[src/rtl/tmr_chan_pkg.sv]
package tmr_chan_pkg;

    typedef enum logic [1:0] {
        ST_IDLE,
        ST_COUNT,
        ST_EXPIRED
    } tmr_state_e;

    localparam int CTRL_W      = 8;
    localparam int CB_ONESHOT  = 0;
    localparam int CB_WIDE     = 1;
    localparam int CB_PRE_LO   = 2;
    localparam int CB_IE       = 5;
    localparam int CB_PERIODIC = 6;
    localparam int CB_EN       = 7;

    localparam logic [CTRL_W-1:0] CTRL_RESET = 8'h20;
    localparam logic [CTRL_W-1:0] CTRL_WMASK = 8'hEF;

    localparam int RI_LOAD   = 0;
    localparam int RI_VALUE  = 1;
    localparam int RI_CTRL   = 2;
    localparam int RI_ICLR   = 3;
    localparam int RI_RIS    = 4;
    localparam int RI_MIS    = 5;
    localparam int RI_BGLOAD = 6;

endpackage

[src/rtl/tmr_prescale.sv]
module tmr_prescale #(
    parameter int SHIFT_MID = 4,
    parameter int SHIFT_MAX = 8
) (
    input  logic       clk,
    input  logic       rst_n,
    input  logic       run_i,
    input  logic       restart_i,
    input  logic       tick_i,
    input  logic [1:0] sel_i,
    output logic       strobe_o
);
    localparam int PRE_W = SHIFT_MAX;
    localparam logic [PRE_W-1:0] MID_MASK = PRE_W'((1 << SHIFT_MID) - 1);

    logic [PRE_W-1:0] pre_q;
    logic [PRE_W-1:0] sel_mask;

    always_comb begin
        unique case (sel_i)
            2'd1:    sel_mask = MID_MASK;
            2'd2:    sel_mask = '1;
            default: sel_mask = '0;
        endcase
    end

    always_ff @(posedge clk or negedge rst_n) begin
        if (!rst_n) begin
            pre_q <= '0;
        end else if (!run_i || restart_i) begin
            pre_q <= '0;
        end else if (tick_i) begin
            pre_q <= pre_q + 1'b1;
        end
    end

    assign strobe_o = run_i && tick_i && !restart_i && ((pre_q & sel_mask) == sel_mask);


    div16_gap_chk: assert property (@(posedge clk) disable iff (!rst_n)
        (strobe_o && sel_i == 2'd1) |=> !strobe_o);

endmodule

[src/rtl/tmr_count_fsm.sv]
module tmr_count_fsm
    import tmr_chan_pkg::*;
#(
    parameter int CNT_W    = 32,
    parameter int NARROW_W = 16
) (
    input  logic             clk,
    input  logic             rst_n,
    input  logic             en_i,
    input  logic             oneshot_i,
    input  logic             periodic_i,
    input  logic             wide_i,
    input  logic             strobe_i,
    input  logic             load_wr_i,
    input  logic             ctrl_wr_i,
    input  logic [CNT_W-1:0] wdata_i,
    input  logic [CNT_W-1:0] reload_i,
    output logic [CNT_W-1:0] count_o,
    output logic             run_o,
    output logic             hit_o
);
    localparam logic [CNT_W-1:0] NARROW_MASK = ~({CNT_W{1'b1}} << NARROW_W);

    tmr_state_e       state_q, state_d;
    logic [CNT_W-1:0] count_q;
    logic [CNT_W-1:0] mask_cur, mask_new, reload_eff, next_val;
    logic             step_ok, reach_zero;

    assign mask_cur   = wide_i ? '1 : NARROW_MASK;
    assign mask_new   = wdata_i[CB_WIDE] ? '1 : NARROW_MASK;
    assign reload_eff = (oneshot_i || periodic_i) ? (reload_i & mask_cur) : mask_cur;
    assign next_val   = (count_q == '0) ? reload_eff : ((count_q - 1'b1) & mask_cur);
    assign step_ok    = strobe_i && (state_q == ST_COUNT) && !load_wr_i && !ctrl_wr_i;
    assign reach_zero = step_ok && (next_val == '0);

    always_comb begin
        state_d = state_q;
        unique case (state_q)
            ST_IDLE: begin
                if (en_i) state_d = ST_COUNT;
            end
            ST_COUNT: begin
                if (!en_i)                        state_d = ST_IDLE;
                else if (reach_zero && oneshot_i) state_d = ST_EXPIRED;
            end
            ST_EXPIRED: begin
                if (!en_i)                        state_d = ST_IDLE;
                else if (load_wr_i || ctrl_wr_i)  state_d = ST_COUNT;
            end
            default: state_d = ST_IDLE;
        endcase
    end

    always_ff @(posedge clk or negedge rst_n) begin
        if (!rst_n) state_q <= ST_IDLE;
        else        state_q <= state_d;
    end

    always_ff @(posedge clk or negedge rst_n) begin
        if (!rst_n) begin
            count_q <= '0;
        end else if (load_wr_i) begin
            count_q <= wdata_i & mask_cur;
        end else if (ctrl_wr_i) begin
            count_q <= count_q & mask_new;
        end else if (step_ok) begin
            count_q <= next_val;
        end
    end

    assign count_o = count_q;
    assign run_o   = (state_q == ST_COUNT);
    assign hit_o   = reach_zero;


    strobe_state_chk: assert property (@(posedge clk) disable iff (!rst_n)
        strobe_i |-> (state_q == ST_COUNT));


    narrow_upper_chk: assert property (@(posedge clk) disable iff (!rst_n)
        !wide_i |-> ((count_q & ~NARROW_MASK) == '0));


    oneshot_stop_chk: assert property (@(posedge clk) disable iff (!rst_n)
        (hit_o && oneshot_i && en_i) |=> (state_q == ST_EXPIRED));


    expired_hold_chk: assert property (@(posedge clk) disable iff (!rst_n)
        (state_q == ST_EXPIRED && !load_wr_i && !ctrl_wr_i) |=> (count_q == $past(count_q)));

endmodule

[src/rtl/tmr_pend.sv]
module tmr_pend (
    input  logic clk,
    input  logic rst_n,
    input  logic set_i,
    input  logic clr_i,
    input  logic ie_i,
    output logic pend_o,
    output logic irq_o
);
    logic pend_q;

    always_ff @(posedge clk or negedge rst_n) begin
        if (!rst_n)     pend_q <= 1'b0;
        else if (set_i) pend_q <= 1'b1;
        else if (clr_i) pend_q <= 1'b0;
    end

    assign pend_o = pend_q;
    assign irq_o  = pend_q & ie_i;


    set_wins_chk: assert property (@(posedge clk) disable iff (!rst_n)
        set_i |=> pend_o);


    clear_chk: assert property (@(posedge clk) disable iff (!rst_n)
        (clr_i && !set_i) |=> !pend_o);

endmodule

[src/rtl/tick_timer_chan.sv]
module tick_timer_chan
    import tmr_chan_pkg::*;
#(
    parameter int DATA_W    = 32,
    parameter int NARROW_W  = 16,
    parameter int IDX_W     = 3,
    parameter int SHIFT_MID = 4,
    parameter int SHIFT_MAX = 8
) (
    input  logic              clk,
    input  logic              rst_n,
    input  logic              tick_i,
    input  logic              reg_wr_i,
    input  logic [IDX_W-1:0]  reg_idx_i,
    input  logic [DATA_W-1:0] reg_wdata_i,
    output logic [DATA_W-1:0] reg_rdata_o,
    output logic              irq_o
);
    logic [CTRL_W-1:0] ctrl_q;
    logic [DATA_W-1:0] reload_q;
    logic [DATA_W-1:0] count;
    logic              wr_load, wr_bgload, wr_ctrl, wr_iclr;
    logic              run, strobe, hit, pend;

    assign wr_load   = reg_wr_i && (reg_idx_i == IDX_W'(RI_LOAD));
    assign wr_bgload = reg_wr_i && (reg_idx_i == IDX_W'(RI_BGLOAD));
    assign wr_ctrl   = reg_wr_i && (reg_idx_i == IDX_W'(RI_CTRL));
    assign wr_iclr   = reg_wr_i && (reg_idx_i == IDX_W'(RI_ICLR));

    always_ff @(posedge clk or negedge rst_n) begin
        if (!rst_n) begin
            ctrl_q   <= CTRL_RESET;
            reload_q <= '0;
        end else begin
            if (wr_ctrl)              ctrl_q   <= reg_wdata_i[CTRL_W-1:0] & CTRL_WMASK;
            if (wr_load || wr_bgload) reload_q <= reg_wdata_i;
        end
    end

    tmr_prescale #(
        .SHIFT_MID (SHIFT_MID),
        .SHIFT_MAX (SHIFT_MAX)
    ) u_pre (
        .clk       (clk),
        .rst_n     (rst_n),
        .run_i     (run),
        .restart_i (wr_ctrl),
        .tick_i    (tick_i),
        .sel_i     (ctrl_q[CB_PRE_LO+1:CB_PRE_LO]),
        .strobe_o  (strobe)
    );

    tmr_count_fsm #(
        .CNT_W    (DATA_W),
        .NARROW_W (NARROW_W)
    ) u_cnt (
        .clk        (clk),
        .rst_n      (rst_n),
        .en_i       (ctrl_q[CB_EN]),
        .oneshot_i  (ctrl_q[CB_ONESHOT]),
        .periodic_i (ctrl_q[CB_PERIODIC]),
        .wide_i     (ctrl_q[CB_WIDE]),
        .strobe_i   (strobe),
        .load_wr_i  (wr_load),
        .ctrl_wr_i  (wr_ctrl),
        .wdata_i    (reg_wdata_i),
        .reload_i   (reload_q),
        .count_o    (count),
        .run_o      (run),
        .hit_o      (hit)
    );

    tmr_pend u_pend (
        .clk    (clk),
        .rst_n  (rst_n),
        .set_i  (hit),
        .clr_i  (wr_iclr),
        .ie_i   (ctrl_q[CB_IE]),
        .pend_o (pend),
        .irq_o  (irq_o)
    );

    always_comb begin
        reg_rdata_o = '0;
        case (reg_idx_i)
            IDX_W'(RI_LOAD):   reg_rdata_o = reload_q;
            IDX_W'(RI_BGLOAD): reg_rdata_o = reload_q;
            IDX_W'(RI_VALUE):  reg_rdata_o = count;
            IDX_W'(RI_CTRL):   reg_rdata_o = DATA_W'(ctrl_q);
            IDX_W'(RI_RIS):    reg_rdata_o = DATA_W'(pend);
            IDX_W'(RI_MIS):    reg_rdata_o = DATA_W'(pend & ctrl_q[CB_IE]);
            default:           reg_rdata_o = '0;
        endcase
    end


    irq_mis_chk: assert property (@(posedge clk) disable iff (!rst_n)
        irq_o |-> (pend && ctrl_q[CB_IE]));


    value_ro_chk: assert property (@(posedge clk) disable iff (!rst_n)
        (reg_wr_i && reg_idx_i == IDX_W'(RI_VALUE) && !strobe) |=> (count == $past(count)));

endmodule

[config.mk]
export PLATFORM = sky130hd
export DESIGN_NAME = tick_timer_chan
export DESIGN_NICKNAME = d
export VERILOG_FILES = /design/src/rtl/tmr_chan_pkg.sv /design/src/rtl/tmr_prescale.sv /design/src/rtl/tmr_count_fsm.sv /design/src/rtl/tmr_pend.sv /design/src/rtl/tick_timer_chan.sv
export SDC_FILE = /design/constraint.sdc
export NUM_CORES = 1
export LEC_CHECK = 0
export ABC_CLOCK_PERIOD_IN_PS = 6600
export BUFFER_PORTS_ARGS = -buffer_cell sky130_fd_sc_hd__buf_2
export CORE_UTILIZATION = 45
export DETAILED_ROUTE_END_ITERATION = 8
export PLACE_DENSITY_LB_ADDON = 0.25
export RECOVER_POWER = 50
export SYNTH_ARGS = -nofsm -noshare
export SYNTH_HDL_FRONTEND = slang
export SYNTH_SLANG_ARGS = --single-unit
[constraint.sdc]
create_clock -name clk -period 6.6 [get_ports clk]
set_input_delay 0.99 -clock clk [delete_from_list [all_inputs] [get_ports clk]]
set_output_delay 0.99 -clock clk [all_outputs]
set_load 0.03 [all_outputs]
# ---- Yosys cells after proc, flatten, opt, wreduce, memory -nomap -nowiden
# Cells that the tools add are included.
dict set report word_totals {
  reg_bits 82
  latchBits 0
  ramBits 0
  rom_bits 0
  in_bits 39
  output_inout_bits 33
  elab_cells 76
  n_memories 0
}
dict set report op_classes {
  n_addsub 2
  multipliers 0
  n_div 0
  magnitude_cmp 0
  eq_ne 14
  shifts 0
  n_mux 19
  bitwise 7
  n_reduce_logical 28
}
# op count
set ops {}
lappend ops {{$mux 32} 7}
lappend ops {{$pmux 32 s5} 1}
lappend ops {{$and 32x32->32} 4}
lappend ops {{$logic_not 32->1} 2}
lappend ops {{$sub 32x1->32 const B} 1}
lappend ops {{$mux 8} 2}
lappend ops {{$pmux 8 s2} 1}
lappend ops {{$logic_and 1x1->1} 12}
lappend ops {{$mux 2} 5}
lappend ops {{$eq 3x3->1 const B} 3}
lappend ops {{$add 8x1->8 const B} 1}
lappend ops {{$and 8x8->8} 1}
lappend ops {{$eq 8x8->1} 1}
lappend ops {{$eq 3x2->1 const B} 2}
lappend ops {{$ne 3x2->1 const B} 2}
lappend ops {{$pmux 2 s3} 1}
lappend ops {{$eq 2x1->1 const B} 2}
lappend ops {{$eq 2x2->1 const B} 2}
lappend ops {{$logic_or 1x1->1} 4}
lappend ops {{$reduce_bool 2->1} 2}
lappend ops {{$eq 3x1->1 const B} 1}
lappend ops {{$logic_not 1->1} 3}
lappend ops {{$logic_not 3->1} 1}
lappend ops {{$reduce_and 3->1} 1}
lappend ops {{other kinds (6)} 8}

# ---- Longest topological paths before layout
# Gate-level depths: netlist of the first run.
dict set report depth {
  word_depth 13
  depth_mapped 11
  ltp_nobuf 10
}

# ---- Cells and area by module
# Synthesis of the first run repeated with hierarchy kept, for this count alone.
dict set report unflattened {
  hier_cells 632
  area_unflattened_um2 5785.5
}
# module instances cells_each area_each_um2 seq_area_each_um2
set modules_own_cells {}
lappend modules_own_cells {tmr_count_fsm 1 424 3130.5 850.8}
lappend modules_own_cells {tick_timer_chan 1 158 2164.6 977.2}
lappend modules_own_cells {tmr_prescale 1 46 447.9 200.2}
lappend modules_own_cells {tmr_pend 1 4 42.5 25.0}

# ---- Least setup slack after synthesis of the first run
# Ideal clock, no wire load.
dict set report synth_timing {
  kind {input to output}
  start {input reg_idx_i[1]}
  end {output reg_rdata_o[0]}
  arrival_time_ns 2.415
  t_required_ns 5.610
  setup_slack_ns 3.195
  stages 6
  n_path_buf 2
  path_cell_list {clkbuf_1 clkbuf_1 mux2i_1 nor2_1 a31oi_1 o22ai_1}
}
dict set report synth_via {
  elab_chain_cells 3
  word_cells_on_any_way 8
  classes_between {eq/ne: 5; mux: 1; reduce/logical: 2}
}
# item line_no
set synth_lines {}
lappend synth_lines {{from (decl)} tick_timer_chan.sv:14} ;# input logic [IDX_W-1:0] reg_idx_i,
lappend synth_lines {{$eq 3x3->1 / $logic_not 3->1 (equally long branches)} tick_timer_chan.sv:85} ;# case (reg_idx_i)
lappend synth_lines {{$reduce_or 2->1 (no line)} -}
lappend synth_lines {{$pmux 32 s5 (*)} tick_timer_chan.sv:85}
lappend synth_lines {{to (decl)} tick_timer_chan.sv:16} ;# output logic [DATA_W-1:0] reg_rdata_o,
# Every way passes the cells marked *; elsewhere a longest branch is shown, timed or not.

# ---- Worst setup path after layout of the first run
dict set report layout_timing {
  start {input reg_idx_i[2]}
  end {register u_cnt.state_q[0]}
}
dict set report layout_via {
  elab_chain_cells 12
  word_cells_on_any_way 17
  classes_between {eq/ne: 3; reduce/logical: 14}
}
# item line_no
set layout_lines {}
lappend layout_lines {{$eq 3x2->1} tick_timer_chan.sv:27} ;# assign wr_ctrl = reg_wr_i && (reg_idx_i == IDX_W'(RI_CTRL));
lappend layout_lines {{$logic_and 1x1->1} tick_timer_chan.sv:27}
lappend layout_lines {{$logic_not 1->1} {tmr_prescale.sv:37, tmr_count_fsm.sv:33}}
lappend layout_lines {{$logic_and 1x1->1 (2 in a row)} tmr_prescale.sv:37} ;# assign strobe_o = run_i && tick_i && !restart_i && ((pre_q & sel_mask) == sel_mask);
lappend layout_lines {{$logic_and 1x1->1 (3 in a row)} tmr_count_fsm.sv:33} ;# assign step_ok = strobe_i && (state_q == ST_COUNT) && !load_wr_i && !ctrl_wr_i;
lappend layout_lines {{$logic_and 1x1->1} tmr_count_fsm.sv:34} ;# assign reach_zero = step_ok && (next_val == '0);
lappend layout_lines {{$logic_and 1x1->1} tmr_count_fsm.sv:44} ;# else if (reach_zero && oneshot_i) state_d = ST_EXPIRED;
lappend layout_lines {{$ne 3x2->1 (no line)} -}
lappend layout_lines {{$reduce_and 3->1 (no line) (*)} -}
lappend layout_lines {{to (signal assigned)} tmr_count_fsm.sv:56} ;# else state_q <= state_d;
lappend layout_lines {{to (decl)} tmr_count_fsm.sv:24} ;# tmr_state_e state_q, state_d;
# Marked as above.
# A chain may end at the register's enable or synchronous reset.

==> impl_metrics.ini, run 1 <==
[power_and_ir_drop]
ir_drop_mv = 0.234
p_leak_nw = 2.56
power_mw = 1.98
cellPowerDensity_mw_per_mm2 = 320

[worst_setup_path]
r2r_cells = 10
r2r_slack_ps = 2690
cp_data_arrival_time_ps = 4920
required_ps = 6850
end_kind = register
worst_setup_path_start_kind = input port
crit_fanout = 20
crit_type = input port to register

[floorplan]
die_area_sq_mm = 0.0126
num_rows = 39
coreArea_sq_mm = 0.0116
initial_core_util = 0.470
pin_count = 72
die_h_um = 112
die_w_um = 112

[route]
routed_wirelength_mm = 17.8
num_vias = 5299
drcViolationCount = 3
detail-route-antenna-nets = 0
wl_per_cell_um = 22.1
viasPerCell = 6.60
drtPass1Iterations = 7
dr.first_iter.drc_count = 500

[clock_tree]
clkLatencyLatePin_ps = 360
cts_tree = done
clock_path_buffers = 2
cts_hold_buf = 0
path_clk_slew_ps = 70
numCtsBuffers = 9
htreeDepth = 3
cts_setup_buffers = 0
cts_resized = 0
clock-sinks = 82
cts_root_buffer = clkbuf_16

[logic_synthesis]
synth_seq_cells = 82
seq_area_frac_synth = 0.376
synth_edf_count = 0
ys.flop_type = dfrtp_1
netlist-cell-type-count = 67
syn_avg_cell_area_sq_um = 8.95
synth_mux_area_frac = 0.0844
postSynthCellCount = 610
synth_top_family_by_area = compound AO/OA/AOI/OAI gates
synth_area_sq_mm = 0.00546
synth_compound_area_frac = 0.230
synth_xor_xnor_area_share = 0.0385
synth_fa_ha_area_frac = 0.00917
yosysWarnings = 0
synthArstFlopShare = 1.00
yosys.area_share.simple = 0.221
syn_nets = 653

[finish]
regArea_sq_mm = 0.00205
nFillCells = 1111
fin_area_sq_mm = 0.00618
area_growth_pct = 13.3
fin_cells = 803
drive_above_1_share = 0.221
diodes = 0
fin_nets = 698
multiInputGateArea_sq_mm = 0.00319

[place]
hpwl_mm = 12.6
dpl.cell_count = 787
portBuffers = 71
place_ws_ps = 2150
globalplace.congestion = 0.911
postPlaceCellArea_sq_mm = 0.00588

[global_routing]
grt_pass1_wl_mm = 28.2
antenna_found_initial = 0
grt-ovfl-total = 0
grt_max_degree = 83
grt_pass1_vias = 5181
grtUsageTotal = 0.293

[timing]
slew_headroom = 0.258
setup_viol = 0
layout_min_cycle_time_ps = 4670
hold_viol_final = 0
tightest_slew_ps = 1100
worst_slack_ps = 1930
period_share = 0.708
drv_slew = 0
fin_skew_ps = 9.42
fin_tns_setup_ps = 0
fmax_ghz = 0.214
rsz0062_at_grt = false

[status]
violations = design-rule violations
status = finished with violations

[min_path]
hold_path_class = register to register
hold_depth = 2

[run]
maxCapViolCount = 0
## cell families (layout without fill, tap and decap cells)
group,Yosys count,after routing
AO/OA/AOI/OAI,174,174
XOR/XNOR,24,24
buffers and inverters,55,105
AND/OR/NAND/NOR,229,229
flip-flops,82,82
adder cells (fa/ha/maj),4,4
multiplexers,42,42
## synth_stat cells, drive strengths merged, types with 3 or more instances
cell type / number / area (sq um)
nor4: 17 / 155
a22o: 31 / 272
o2bb2ai: 3 / 26.3
a21boi: 3 / 22.5
nor3: 40 / 215
mux2i: 10 / 100
buf: 11 / 55.1
o22ai: 7 / 43.8
nor4b: 3 / 32.5
or3: 8 / 50.1
nand2: 58 / 218
inv: 9 / 33.8
ha: 4 / 50.1
o21a: 6 / 45.0
a311oi: 4 / 35.0
and3: 5 / 31.3
dfrtp: 81 / 2030
a22oi: 3 / 22.5
clkbuf: 34 / 128
nand4: 15 / 93.8
o31ai: 14 / 110
a21oi: 26 / 130
a32o: 4 / 40.0
a31oi: 6 / 37.5
mux2: 32 / 360
nand3: 20 / 105
o31a: 5 / 43.8
a211oi: 8 / 60.1
o211ai: 3 / 22.5
xnor2: 11 / 96.3
nor2: 45 / 169
o21ai: 30 / 150
xor2: 13 / 114
a221o: 6 / 60.1
and2: 3 / 18.8
## power breakdown
group / switching, mW / internal (mW)
Combinational: 0.367 / 0.264
Sequential: 0.216 / 0.617
Clock: 0.215 / 0.303
## sequential cells by signal (all words and copies together), names as in the netlist
| signal | cells |
|---|---|
| u_pend.pend_o | 1 |
| ctrl_q | 7 |
| reload_q | 32 |
| u_cnt.state_q | 2 |
| u_cnt.count_o | 32 |
| u_pre.pre_q | 8 |
## worst paths after layout
check | startpoint | end
worst max-delay path | reg_idx_i[2] | u_cnt.state_q[0]
worst min-delay path | ctrl_q[5] | ctrl_q[5]
worst max register to register | u_cnt.count_o[0] | u_cnt.state_q[0]
worst min register to register | ctrl_q[5] | ctrl_q[5]
max in group asynchronous | rst_n | u_pre.pre_q[2]
min in group asynchronous | rst_n | reload_q[7]
## cell usage in the layout, fill, tap and decap left out, drive strengths merged, types with 4 or more instances in the layout
cell	n
a22o	31
o21a	6
nand2	58
a31oi	6
buf	77
and3	5
dfrtp	81
a311oi	4
o31a	5
nor3	40
ha	4
a32o	4
mux2	32
nor2	45
a211oi	8
mux2i	10
nand3	20
nand4	15
clkbuf	12
xnor2	11
a221o	6
or3	8
o21ai	30
a21oi	26
nor4	17
o22ai	7
inv	9
o31ai	14
xor2	13
## metal layers
| layer | GRT usage | up-vias | part of all wire |
|---|---|---|---|
| met5 | 0 | - | 0 |
| met4 | 0.129 | 0 | 0.025 |
| met3 | 0.0659 | 32 | 0.084 |
| met2 | 0.477 | 268 | 0.47 |
| met1 | 0.375 | 2580 | 0.42 |
| li1 | - | 2419 | - |
## through the flow
| stage | hold slack, ps | util |
|---|---|---|
| after global routing | 521 | 0.532 |
| after floorplan | 451 | - |
| after CTS | 513 | 0.533 |
| after global placement | 482 | 0.506 |
| final | 516 | 0.532 |
| after detailed placement | 510 | 0.506 |
## critical path, stage by stage
cell	delay, ps
clkbuf_1	560
or3b_2	420
o21ai_0	420
a211o_1	720
nor2_1	660
o21ai_0	340
nor4_4	400
a41oi_1	190
o21a_1	210
## cell type report
cell class	instances	area share
timing repair buffer	79	0.0672
inverter	10	0.00607
tap	143	0.0289
clock inverter	6	0.0107
sequential	82	0.332
clock buffer	10	0.0387
multi-input combinational	473	0.516
(Power assumes the default switching activity.)
==> run 2, diff against run 1 <==
--- a/config.mk
+++ b/config.mk
@@ -5,7 +5,8 @@
 export SDC_FILE = /design/constraint.sdc
 export NUM_CORES = 1
 export LEC_CHECK = 0
-export ABC_CLOCK_PERIOD_IN_PS = 6600
+export ABC_AREA = 1
+export ABC_CLOCK_PERIOD_IN_PS = 4100
 export BUFFER_PORTS_ARGS = -buffer_cell sky130_fd_sc_hd__buf_2
 export CORE_UTILIZATION = 45
 export DETAILED_ROUTE_END_ITERATION = 8
==> constraint.sdc (replaced) <==
create_clock -name clk -period 4.1 [get_ports clk]
set_input_delay 0.615 -clock clk [delete_from_list [all_inputs] [get_ports clk]]
set_output_delay 0.615 -clock clk [all_outputs]
set_load 0.03 [all_outputs]
==> impl_metrics.ini, run 2 <==
[route]
drcViolationCount = 0
dr.first_iter.drc_count = 638
routed_wirelength_mm = 19.5
num_vias = 6294
drtPass1Iterations = 6
wl_per_cell_um = 17.6
viasPerCell = 5.70
detail-route-antenna-nets = 0

[timing]
fmax_ghz = 0.304
fin_skew_ps = 11.8
fin_tns_setup_ps = 0
rsz0062_at_grt = false
slew_headroom = -0.167
period_share = 0.803
layout_min_cycle_time_ps = 3290
drv_slew = 67
hold_viol_final = 0
tightest_slew_ps = 1750
setup_viol = 0
hold_ws_ps = 494
worst_slack_ps = 806

[global_routing]
gr-usage-met3 = 0.0471
grt_busiest_layer = met1
use_met2 = 0.460
grtUsageTotal = 0.311
grt_pass1_vias = 5831
grt_max_degree = 67
antenna_found_initial = 0
grt_pass1_wl_mm = 31.2
grt-ovfl-total = 0
grtUsageMet1 = 0.462

[power_and_ir_drop]
p_sw_mw = 1.94
seqPwrFrac = 0.323
cellPowerDensity_mw_per_mm2 = 626
power.internal_mw = 2.19
comb_power_share = 0.462
ir_drop_mv = 0.272
power.share.clock = 0.215
p_leak_nw = 3.26
power_mw = 4.13
p_sw_frac = 0.470

[clock_tree]
path_clk_slew_ps = 70
cts_hold_buf = 0
cts_resized = 0
numCtsBuffers = 9
cts_setup_buffers = 0
cts_root_buffer = clkbuf_16
clock-sinks = 82
clkLatencyLatePin_ps = 350
cts_tree = done
htreeDepth = 3
clock_path_buffers = 2

[worst_setup_path]
crit_fanout = 26
crit_path_frequent_cell = inv_1
slowest_delay_ps = 960
crit_type = input port to register
required_ps = 4340
worst_setup_path_start_kind = input port
end_kind = register
path_cells = buf_2, inv_1, nand3_1, nor2_2, clkbuf_1, inv_1, nor2_1, inv_2, o22ai_1, nand2_1, a22oi_1
cp_data_arrival_time_ps = 3540
crit_slowest_cell = clkbuf_1

[logic_synthesis]
synth_seq_cells = 82
synth_top_area_cell = dfrtp_1
synth_edf_count = 0
synthArstFlopShare = 1.00
synth_area_sq_mm = 0.00580
syn_nets = 914
synth_compound_area_frac = 0.190
synth_top_family_by_area = simple AND/OR/NAND/NOR gates
synth_xor_xnor_area_share = 0.00756
yosys.area_share.simple = 0.326
syn_avg_cell_area_sq_um = 6.65
synth_most_common_cell = nand2_1
synth_mux_area_frac = 0.0194
synth_area_leaders = dfrtp_1 (35%), nand2_1 (15%), nor2_1 (7.1%), inv_1 (6.4%), o21ai_0 (6.4%)
yosysWarnings = 0
synth_top_area_frac = 0.350
postSynthCellCount = 871
synth_fa_ha_area_frac = 0.00864
seq_area_frac_synth = 0.354
netlist-cell-type-count = 35
synth_common_cells = nand2_1 (239), nor2_1 (109), inv_1 (99)
ys.flop_type = dfrtp_1

[status]
status = finished with violations
violations = max-capacitance violations, max-slew violations

[place]
portBuffers = 71
postPlaceCellArea_sq_mm = 0.00630
globalplace.congestion = 1.00
place_ws_ps = 927
dpl.cell_count = 1090
hpwl_mm = 14.4

[floorplan]
coreArea_sq_mm = 0.0126
die_area_sq_mm = 0.0133
die_w_um = 115
num_rows = 41
pin_count = 72
die_h_um = 115
initial_core_util = 0.461

[finish]
fin_nets = 972
diodes = 0
drive_above_1_share = 0.149
layout_commonest_cell = nand2_1
multiInputGateArea_sq_mm = 0.00320
final_cell_mix = nand2_1 (238), nor2_1 (108), inv_1 (100), dfrtp_1 (81), o21ai_0 (74)
nFillCells = 1289
regArea_sq_mm = 0.00205
fin_area_sq_mm = 0.00660
fin_cells = 1105
area_growth_pct = 13.9
utilization = 0.525

[run]
maxCapViolCount = 1

[min_path]
hold_path_class = input port to register
run 2: changes by cell type after synthesis, sizes merged, moves of 32 or more:
cell   delta
inv      +95
nand2   +190
nand3    +34
nor2     +82
nor3     -32
o21ai    +46
run 2: path summary, 6_finish.rpt:
path	startpoint	endpoint	slack [ps]	cells after the start
worst max-delay path	reg_idx_i[0]	u_cnt.count_o[30]	810	11
worst min-delay path	reg_wdata_i[0]	ctrl_q[0]	490	3
worst max register to register	u_cnt.count_o[0]	u_cnt.state_q[0]	1180	17
worst min register to register	reload_q[12]	reload_q[12]	510	2
max in group asynchronous	rst_n	reload_q[6]	1790	2
min in group asynchronous	rst_n	reload_q[28]	710	1
run 2: logic make-up (layout without fill, tap and decap cells):
logic type	count (synthesis)	after routing
flip-flops	82	82
buffers and inverters	138	200
AND/OR/NAND/NOR	442	442
multiplexers	10	10
XOR/XNOR	5	5
adder cells (fa/ha/maj)	4	4
AO/OA/AOI/OAI	190	190
run 2: area by class of cell:
type,instances,share of cell area
clock buffers,11,0.0368
clock inverters,4,0.0116
inverters,104,0.0592
multi-input cells,651,0.485
flip-flops and latches,82,0.311
well taps,172,0.0326
repair buffers,81,0.0639
run 2: power groups by stage:
stage	Clock (mW)	Sequential [mW]	Combinational, mW
detailed placement	0	1.33	1.86
finish	0.888	1.34	1.91
global route	0.918	1.36	2.13
global placement	0	1.33	1.85
floorplan	0	1.23	1.39
CTS	0.894	1.32	1.87
run 2: layer usage:
layer  vias to the layer above  routed length, um
met2                       333               8530
met5                         -                  0
li1                       2980                  -
met1                      2948               8640
met4                         0                453
met3                        33               1880
run 2: critical path, delay by kind of cell:
family / cells / cell delay (ps)
and+or+nand+nor: 4 / 780
buffers and inverters: 5 / 1680
AOI/OAI and AO/OA: 2 / 410
